<file path="config.mk">
export PLATFORM = sky130hd
export DESIGN_NAME = dst_hash_filter
export DESIGN_NICKNAME = d
export VERILOG_FILES = /design/src/rtl/hfilt_pkg.sv /design/src/rtl/hfilt_fold.sv /design/src/rtl/hfilt_table.sv /design/src/rtl/hfilt_qualify.sv /design/src/rtl/dst_hash_filter.sv
export SDC_FILE = /design/constraint.sdc
export NUM_CORES = 1
export LEC_CHECK = 0
export ABC_AREA = 1
export CAP_MARGIN = 30
export CORE_UTILIZATION = 48
export CTS_CLUSTER_SIZE = 14
export DETAILED_ROUTE_END_ITERATION = 12
export GPL_TIMING_DRIVEN = 0
export HOLD_SLACK_MARGIN = 0.1
export PLACE_DENSITY = 0.77
export SETUP_SLACK_MARGIN = 0.15
export SLEW_MARGIN = 20
export SYNTH_ARGS = -nofsm -noshare
export SYNTH_HDL_FRONTEND = slang
export SYNTH_SLANG_ARGS = --single-unit
</file>
<file path="constraint.sdc">
create_clock -name clk -period 3.74 [get_ports clk]
set_input_delay 0.561 -clock clk [delete_from_list [all_inputs] [get_ports clk]]
set_output_delay 0.561 -clock clk [all_outputs]
set_load 0.1 [all_outputs]
</file>
<file path="src/rtl/hfilt_pkg.sv">
package hfilt_pkg;

    localparam int ADDR_W_DEF = 48;
    localparam int IDX_W_DEF  = 6;
    localparam int WORD_W_DEF = 32;

    typedef enum logic {
        CLS_UNICAST   = 1'b0,
        CLS_MULTICAST = 1'b1
    } addr_class_e;

    typedef struct packed {
        logic ucast_en;
        logic mcast_en;
    } hash_cfg_t;

    typedef struct packed {
        logic        valid;
        logic        hit;
        addr_class_e cls;
    } lookup_res_t;

    function automatic addr_class_e class_of_lsb(input logic lsb);
        return lsb ? CLS_MULTICAST : CLS_UNICAST;
    endfunction

endpackage

</file>
<file path="src/rtl/hfilt_fold.sv">
module hfilt_fold #(
    parameter int ADDR_W = 48,
    parameter int IDX_W  = 6
) (
    input  logic [ADDR_W-1:0] addr,
    output logic [IDX_W-1:0]  idx
);

    // each index bit gathers every IDX_W-th address bit
    for (genvar n = 0; n < IDX_W; n++) begin : g_lane
        logic acc;
        always_comb begin
            acc = 1'b0;
            for (int k = n; k < ADDR_W; k += IDX_W) begin
                acc = acc ^ addr[k];
            end
        end
        assign idx[n] = acc;
    end

endmodule

</file>
<file path="src/rtl/hfilt_table.sv">
module hfilt_table
    import hfilt_pkg::*;
#(
    parameter int IDX_W  = 6,
    parameter int WORD_W = 32,
    parameter int SEL_W  = 1
) (
    input  logic                        clk,
    input  logic                        rst,
    input  logic                        wr_en,
    input  logic [SEL_W-1:0]            wr_sel,
    input  logic [WORD_W-1:0]           wr_data,
    input  logic                        cfg_we,
    input  hash_cfg_t                   cfg_in,
    input  logic [IDX_W-1:0]            rd_idx,
    output logic                        rd_bit,
    output hash_cfg_t                   cfg_q,
    output logic [(1<<IDX_W)-1:0]       table_q
);

    localparam int TABLE_BITS = 1 << IDX_W;
    localparam int NUM_WORDS  = TABLE_BITS / WORD_W;

    for (genvar w = 0; w < NUM_WORDS; w++) begin : g_word
        logic [WORD_W-1:0] word_q;
        always_ff @(posedge clk) begin
            if (rst) begin
                word_q <= '0;
            end else if (wr_en && (wr_sel == SEL_W'(w))) begin
                word_q <= wr_data;
            end
        end
        assign table_q[w*WORD_W +: WORD_W] = word_q;
    end

    always_ff @(posedge clk) begin
        if (rst) begin
            cfg_q <= '0;
        end else if (cfg_we) begin
            cfg_q <= cfg_in;
        end
    end

    assign rd_bit = table_q[rd_idx];

    // the bottom word lands in the low table bits
    a_r3_low_word_placement: assert property (@(posedge clk) disable iff (rst)
        ($past(!rst) && $past(wr_en) && ($past(wr_sel) == '0))
            |-> (table_q[WORD_W-1:0] == $past(wr_data)));

    // the top word lands in the high table bits
    a_r3_high_word_placement: assert property (@(posedge clk) disable iff (rst)
        ($past(!rst) && $past(wr_en) && ($past(wr_sel) == SEL_W'(NUM_WORDS-1)))
            |-> (table_q[TABLE_BITS-1 -: WORD_W] == $past(wr_data)));

endmodule

</file>
<file path="src/rtl/hfilt_qualify.sv">
module hfilt_qualify
    import hfilt_pkg::*;
(
    input  logic        addr_lsb,
    input  logic        table_bit,
    input  hash_cfg_t   cfg,
    output logic        hit,
    output addr_class_e cls
);

    always_comb begin
        cls = class_of_lsb(addr_lsb);
        unique case (cls)
            CLS_MULTICAST: hit = table_bit && cfg.mcast_en;
            default:       hit = table_bit && cfg.ucast_en;
        endcase
    end

endmodule

</file>
<file path="src/rtl/dst_hash_filter.sv">
module dst_hash_filter
    import hfilt_pkg::*;
#(
    parameter int ADDR_W = hfilt_pkg::ADDR_W_DEF,
    parameter int IDX_W  = hfilt_pkg::IDX_W_DEF,
    parameter int WORD_W = hfilt_pkg::WORD_W_DEF,
    parameter int SEL_W  = ((((1 << IDX_W) / WORD_W)) > 1) ? $clog2((1 << IDX_W) / WORD_W) : 1
) (
    input  logic              clk,
    input  logic              rst,
    input  logic              addr_valid,
    input  logic [ADDR_W-1:0] dst_addr,
    input  logic              hash_we,
    input  logic [SEL_W-1:0]  hash_sel,
    input  logic [WORD_W-1:0] hash_wdata,
    input  logic              cfg_we,
    input  logic              cfg_ucast_en,
    input  logic              cfg_mcast_en,
    output logic              res_valid,
    output logic              res_hit,
    output logic              res_mcast
);

    localparam int TABLE_BITS = 1 << IDX_W;

    logic [IDX_W-1:0]      idx;
    logic                  tbl_bit;
    hash_cfg_t             cfg_q;
    hash_cfg_t             cfg_in;
    logic [TABLE_BITS-1:0] table_q;
    logic                  qual_hit;
    addr_class_e           qual_cls;
    lookup_res_t           res_q;

    assign cfg_in = '{ucast_en: cfg_ucast_en, mcast_en: cfg_mcast_en};

    hfilt_fold #(.ADDR_W(ADDR_W), .IDX_W(IDX_W)) u_fold (
        .addr (dst_addr),
        .idx  (idx)
    );

    hfilt_table #(.IDX_W(IDX_W), .WORD_W(WORD_W), .SEL_W(SEL_W)) u_table (
        .clk     (clk),
        .rst     (rst),
        .wr_en   (hash_we),
        .wr_sel  (hash_sel),
        .wr_data (hash_wdata),
        .cfg_we  (cfg_we),
        .cfg_in  (cfg_in),
        .rd_idx  (idx),
        .rd_bit  (tbl_bit),
        .cfg_q   (cfg_q),
        .table_q (table_q)
    );

    hfilt_qualify u_qual (
        .addr_lsb  (dst_addr[0]),
        .table_bit (tbl_bit),
        .cfg       (cfg_q),
        .hit       (qual_hit),
        .cls       (qual_cls)
    );

    // verdict is taken from pre-edge table and enables, then registered
    always_ff @(posedge clk) begin
        if (rst) begin
            res_q <= '{valid: 1'b0, hit: 1'b0, cls: CLS_UNICAST};
        end else begin
            res_q.valid <= addr_valid;
            res_q.hit   <= addr_valid && qual_hit;
            res_q.cls   <= addr_valid ? qual_cls : CLS_UNICAST;
        end
    end

    assign res_valid = res_q.valid;
    assign res_hit   = res_q.hit;
    assign res_mcast = (res_q.cls == CLS_MULTICAST);

    // a strobe produces a verdict on the next cycle
    a_r7_verdict_follows_strobe: assert property (@(posedge clk) disable iff (rst)
        addr_valid |=> res_valid);

    // no verdict without a strobe one cycle earlier
    a_r7_no_spurious_verdict: assert property (@(posedge clk) disable iff (rst)
        res_valid |-> $past(addr_valid));

    // hit and class stay low outside a valid verdict
    a_r7_quiet_when_idle: assert property (@(posedge clk) disable iff (rst)
        !res_valid |-> (!res_hit && !res_mcast));

    // class comes from address bit 0 at the strobe
    a_r2_class_from_lsb: assert property (@(posedge clk) disable iff (rst)
        res_valid |-> (res_mcast == $past(dst_addr[0])));

    // multicast hit needs the multicast enable held at the strobe
    a_r4_mcast_needs_enable: assert property (@(posedge clk) disable iff (rst)
        (res_hit && res_mcast) |-> $past(cfg_q.mcast_en));

    // unicast hit needs the unicast enable held at the strobe
    a_r5_ucast_needs_enable: assert property (@(posedge clk) disable iff (rst)
        (res_hit && !res_mcast) |-> $past(cfg_q.ucast_en));

    // full table with multicast enable accepts any multicast address
    a_r6_full_table_mcast: assert property (@(posedge clk) disable iff (rst)
        (res_valid && res_mcast && $past(&table_q) && $past(cfg_q.mcast_en)) |-> res_hit);

endmodule

</file>
# [Word-level counts from Yosys, hierarchy flattened]
# Index checks and enable logic that the tools add are counted.
[word_totals] ff_bits=69 latch_bits=0 mem_bits_rw=0 mem_bits_ro=0 inputBits=88 output_inout_bits=3 elab_cells=62 n_memories=0
[classes] addsub=0 mul=0 n_div=0 order_cmp=1 n_eq_ne=0 shift=0 n_mux=4 bitwise=44 reduce_logical=6
[op_table] op="bitwise XOR 1 bit" count=42
[op_table] op="less-than comparator 6 x 7 -> 1 bit, second input constant" count=1
[op_table] op="binary-select mux 1 bit (select 6 bit)" count=1
[op_table] op="logical AND 1 bit" count=5
[op_table] op="2-to-1 mux 1 bit" count=3
[op_table] op="NOT 1 bit" count=2
[op_table] op="OR reduction 2 bit" count=1

# [Depth between registers and ports, before layout]
[depth] depth_word=12 mapped_depth=19 ltp_nobuf=18

# [Cells and area by module]
# A second synthesis with hierarchy kept.
[hier_totals] cells_unflattened=631 hier_area_um2=3912.5
[modules_own_cells] module="hfilt_table" n_inst=1 cells_per_inst=441 area_each_um2=2961.6 seq_area_each_um2=1321.3
[modules_own_cells] module="hfilt_fold" n_inst=1 cells_per_inst=174 area_each_um2=833.3 seq_area_each_um2=0.0
[modules_own_cells] module="dst_hash_filter" n_inst=1 cells_per_inst=10 area_each_um2=88.8 seq_area_each_um2=60.1
[modules_own_cells] module="hfilt_qualify" n_inst=1 cells_per_inst=6 area_each_um2=28.8 seq_area_each_um2=0.0

# [Least setup slack after synthesis]
# OpenSTA, ideal clock, no wires.
[synth_timing] path_kind="in2reg" start="in dst_addr[18]" end="reg res_q, in the netlist res_hit" setup_ns=0.115 t_arrival_ns=1.750 required_ns=3.625 setup_slack_ns=1.875 stages=15 n_path_buf=1 path_cell_list="nand2_1 inv_1 nor2_1 nand2_1 nand2_1 nand2_4 nand2_4 clkbuf_8 nand2_1 nand3_1 nand3_1 nand3_1 nand3_1 a21oi_1 nor2_1"
[synth_between] elab_chain_len=10 elab_cells_between_ends=11 classes_between="mux: 3; bitwise: 5; reduce/logical: 3"
[synth_lines] item="from (decl)" line_no="dst_hash_filter.sv:12" text="input logic [ADDR_W-1:0] dst_addr,"
[synth_lines] item="bitwise XOR 1 bit (*) (5 in a row)" line_no="hfilt_fold.sv:15" text="acc = acc ^ addr[k];"
[synth_lines] item="binary-select mux 1 bit (select 6 bit) (*)" line_no="hfilt_table.sv:44" text="assign rd_bit = table_q[rd_idx];"
[synth_lines] item="2-to-1 mux 1 bit (not written as such) (*)" line_no="hfilt_table.sv:44"
[synth_lines] item="logical AND 1 bit (on tied branches)" line_no="hfilt_qualify.sv:15, hfilt_qualify.sv:14"
[synth_lines] item="2-to-1 mux 1 bit (*)" line_no="hfilt_qualify.sv:13" text="unique case (cls)"
[synth_lines] item="logical AND 1 bit (*)" line_no="dst_hash_filter.sv:70" text="res_q.hit <= addr_valid && qual_hit;"
[synth_lines] item="to (signal assigned)" line_no="dst_hash_filter.sv:67" text="res_q <= '{valid: 1'b0, hit: 1'b0, cls: CLS_UNICAST};"
[synth_lines] item="to (decl)" line_no="dst_hash_filter.sv:33" text="lookup_res_t res_q;"
# Mark *: on every way between the ends. The rest lies on a longest branch, timed or not. The select of a mux whose other input is x is not followed.
# A chain may end at the register's enable or synchronous reset.

# [Worst setup path in the final report]
[layout_timing] start="reg res_q, in the netlist res_hit" end="out res_hit"
[layout_rtl] item="to (decl)" line_no="dst_hash_filter.sv:20" text="output logic res_hit,"
# No word-level cell between the ends.

==> out/results.tsv <==
metric	value	unit
status	finished clean	
final net count	769	
Yosys cell types	23	
most numerous cell in the Yosys netlist	nand2_1	
global route overflow	0	
Worst path slowest cell	clkdlybuf4s50_1	
Buf/Inv on CP	1	
number of port buffers	89	
WP depth	1	
wire per inst	13.2	microns
Final Instance Area	5090	sq um
Post-Place Setup Slack	1.05	ns
DR pass1 iterations	5	
post-synthesis sequential area ratio	35.9	%
initial antenna violation count	0	
RSZ-0062 raised after global routing	false	
CTS tree	done	
H-Tree Level Count	3	
Placed Area	4870	sq um
Die X-Extent	91.5	microns
Final min period	2.36	ns
period utilisation layout	63.0	%
synth cell count leaders	153 x nand2_1, 85 x inv_1, 77 x nand3_1, 69 x dfxtp_1, 58 x nor2_1	
Hold Fails Final Rpt	0	
setup TNS	0	ns
Routed Antenna Nets	0	
clock root buffer	clkbuf_8	
CP required	3.18	ns
pin slew with the least headroom to its limit	0.974	ns
Iter 0 DRT Violations	196	
first-pass GRT wire length	17.4	mm
CP Launch Type	flop	
Max-cap violations	0	
post-CTS resize count	0	
share of the synthesized area in the top cell type	35.9	%
number of flops mapped to enable cells by yosys	0	
ys async rst share	0	%
Pwr Density	411	nW/um^2
fin worst setup slack	1.38	ns
Final Non-Filler Cells	788	
Synth area leaders	dfxtp_1 36%, nand2_1 15%, nand3_1 10%, a211oi_1 10%, inv_1 8.3%	
Placer Congestion	0.851	
worst-path cell chain	clkdlybuf4s50_1	
Initial Util	49.8	%
Die Footprint	8380	sq um
DP HPWL	7.79	mm
Layout Skew	0.00969	ns
CTS hold repair buffers	0	
setup bufs post-CTS	0	
vias per cell	5.10	
routed wire length	10.4	mm
CP max stage delay	1.13	ns
Yosys top cell by area	dfxtp_1	
maximum clock frequency	424	MHz
critical path class	flop to output pin	
synthesized instance count	581	
FP Rows	32	
YS warnings	0	
CP Capture Type	output pin	
post-synthesis register bit count	69	
Synth Cell Area	3850	sq um
HP Class	flop to flop	
DRC Markers	0	
via count	4016	
Final Slew Violations	0	
Num CTS Buffers	9	
ant diodes	0	
prevailing post-synth register cell	dfxtp_1	
number of global-route vias before repair	3913	
FF-to-FF setup slack	2.55	ns
pin count of the biggest net entering global routing	13	
peak supply drop	0.276	mV
Reg clk slew, reported paths	0.07	ns
num ports	91	
CP arrival	1.80	ns
critical path's top delay family	buffers and inverters	
total core area	7730	sq um
leakage	2.26	nW
Max Buffers Root-to-Sink	2	
Placed Instances	772	
reg2reg path depth	12	
GRT Util Overall	26.2	%
Sinks on Clock Net	69	
hold path depth	2	
Area Growth Syn to Fin	32.3	%
share of layout cells above drive strength 1	5.98	%
Hold Slack	0.468	ns
Syn Nets	669	
critical-path maximum fanout	1	
later-pin clock latency in the skew report	0.35	ns
Die Y	91.5	microns
Avg Cell Area, Syn	6.62	sq um
# setup viols final	0	
Max-slew headroom	34.8	%
-- worst paths after layout --
path                                                    from                           end
worst min-delay path            u_table.g_word[1].word_q[28]  u_table.g_word[1].word_q[28]
worst min register to register  u_table.g_word[1].word_q[28]  u_table.g_word[1].word_q[28]
worst max-delay path                                 res_hit                       res_hit
worst max register to register  u_table.g_word[0].word_q[23]                       res_hit
-- metrics by stage --
stage	utilization (%)	total power [mW]
global route	65.9	2.21
floorplan	-	1.20
global placement	63.0	1.40
detailed placement	63.0	1.41
CTS	65.9	2.09
finish	65.9	2.09
-- routing by layer --
layer / GRT usage, % / share of wire (%)
met1: 31.2 / 43
met2: 45.3 / 49
met3: 6.45 / 6.1
met4: 9.79 / 1.5
met5: 0 / 0
-- state kept, by name, summed over array words and instances (netlist names) --
signal                 count
res_hit                    1
u_table.cfg_q              2
res_valid                  1
u_table.g_word.word_q     64
res_mcast                  1
-- cell usage in the layout (no fill, tap or decap), drive strengths merged --
master	n
a211oi	51
clkinv	1
dfxtp	69
inv	89
clkdlybuf4s50	89
nor2	58
nand3b	2
clkinvlp	2
nand2	162
nor3	1
bufinv	2
buf	6
a21oi	17
xnor2	12
o21ai	1
xor2	9
nand3	79
clkbuf	35
or2	1
-- where the power goes --
part	switching [mW]	total, mW	internal, mW
Sequential	0.0140	0.794	0.780
Clock	0.292	0.687	0.395
Combinational	0.350	0.612	0.262
Total	0.657	2.09	1.44
-- cell type report --
class                      count  area, sq um
buffer                        30          180
sequential                    69         1380
clock inverter                 5         83.8
fill                         688         2640
inverter                      89          334
tap                          102          128
multi-input combinational    393         1950
clock buffer                  11          141
timing repair buffer          89          891
-- logic make-up after synthesis --
| kind of cell | Yosys count | synth area share, % |
|---|---|---|
| compound gates | 69 | 12.3 |
| simple gates | 303 | 33.7 |
| buf+inv | 119 | 13.4 |
| xor+xnor | 21 | 4.78 |
| flops | 69 | 35.9 |
No activity file was read; power rests on OpenSTA's default activity.
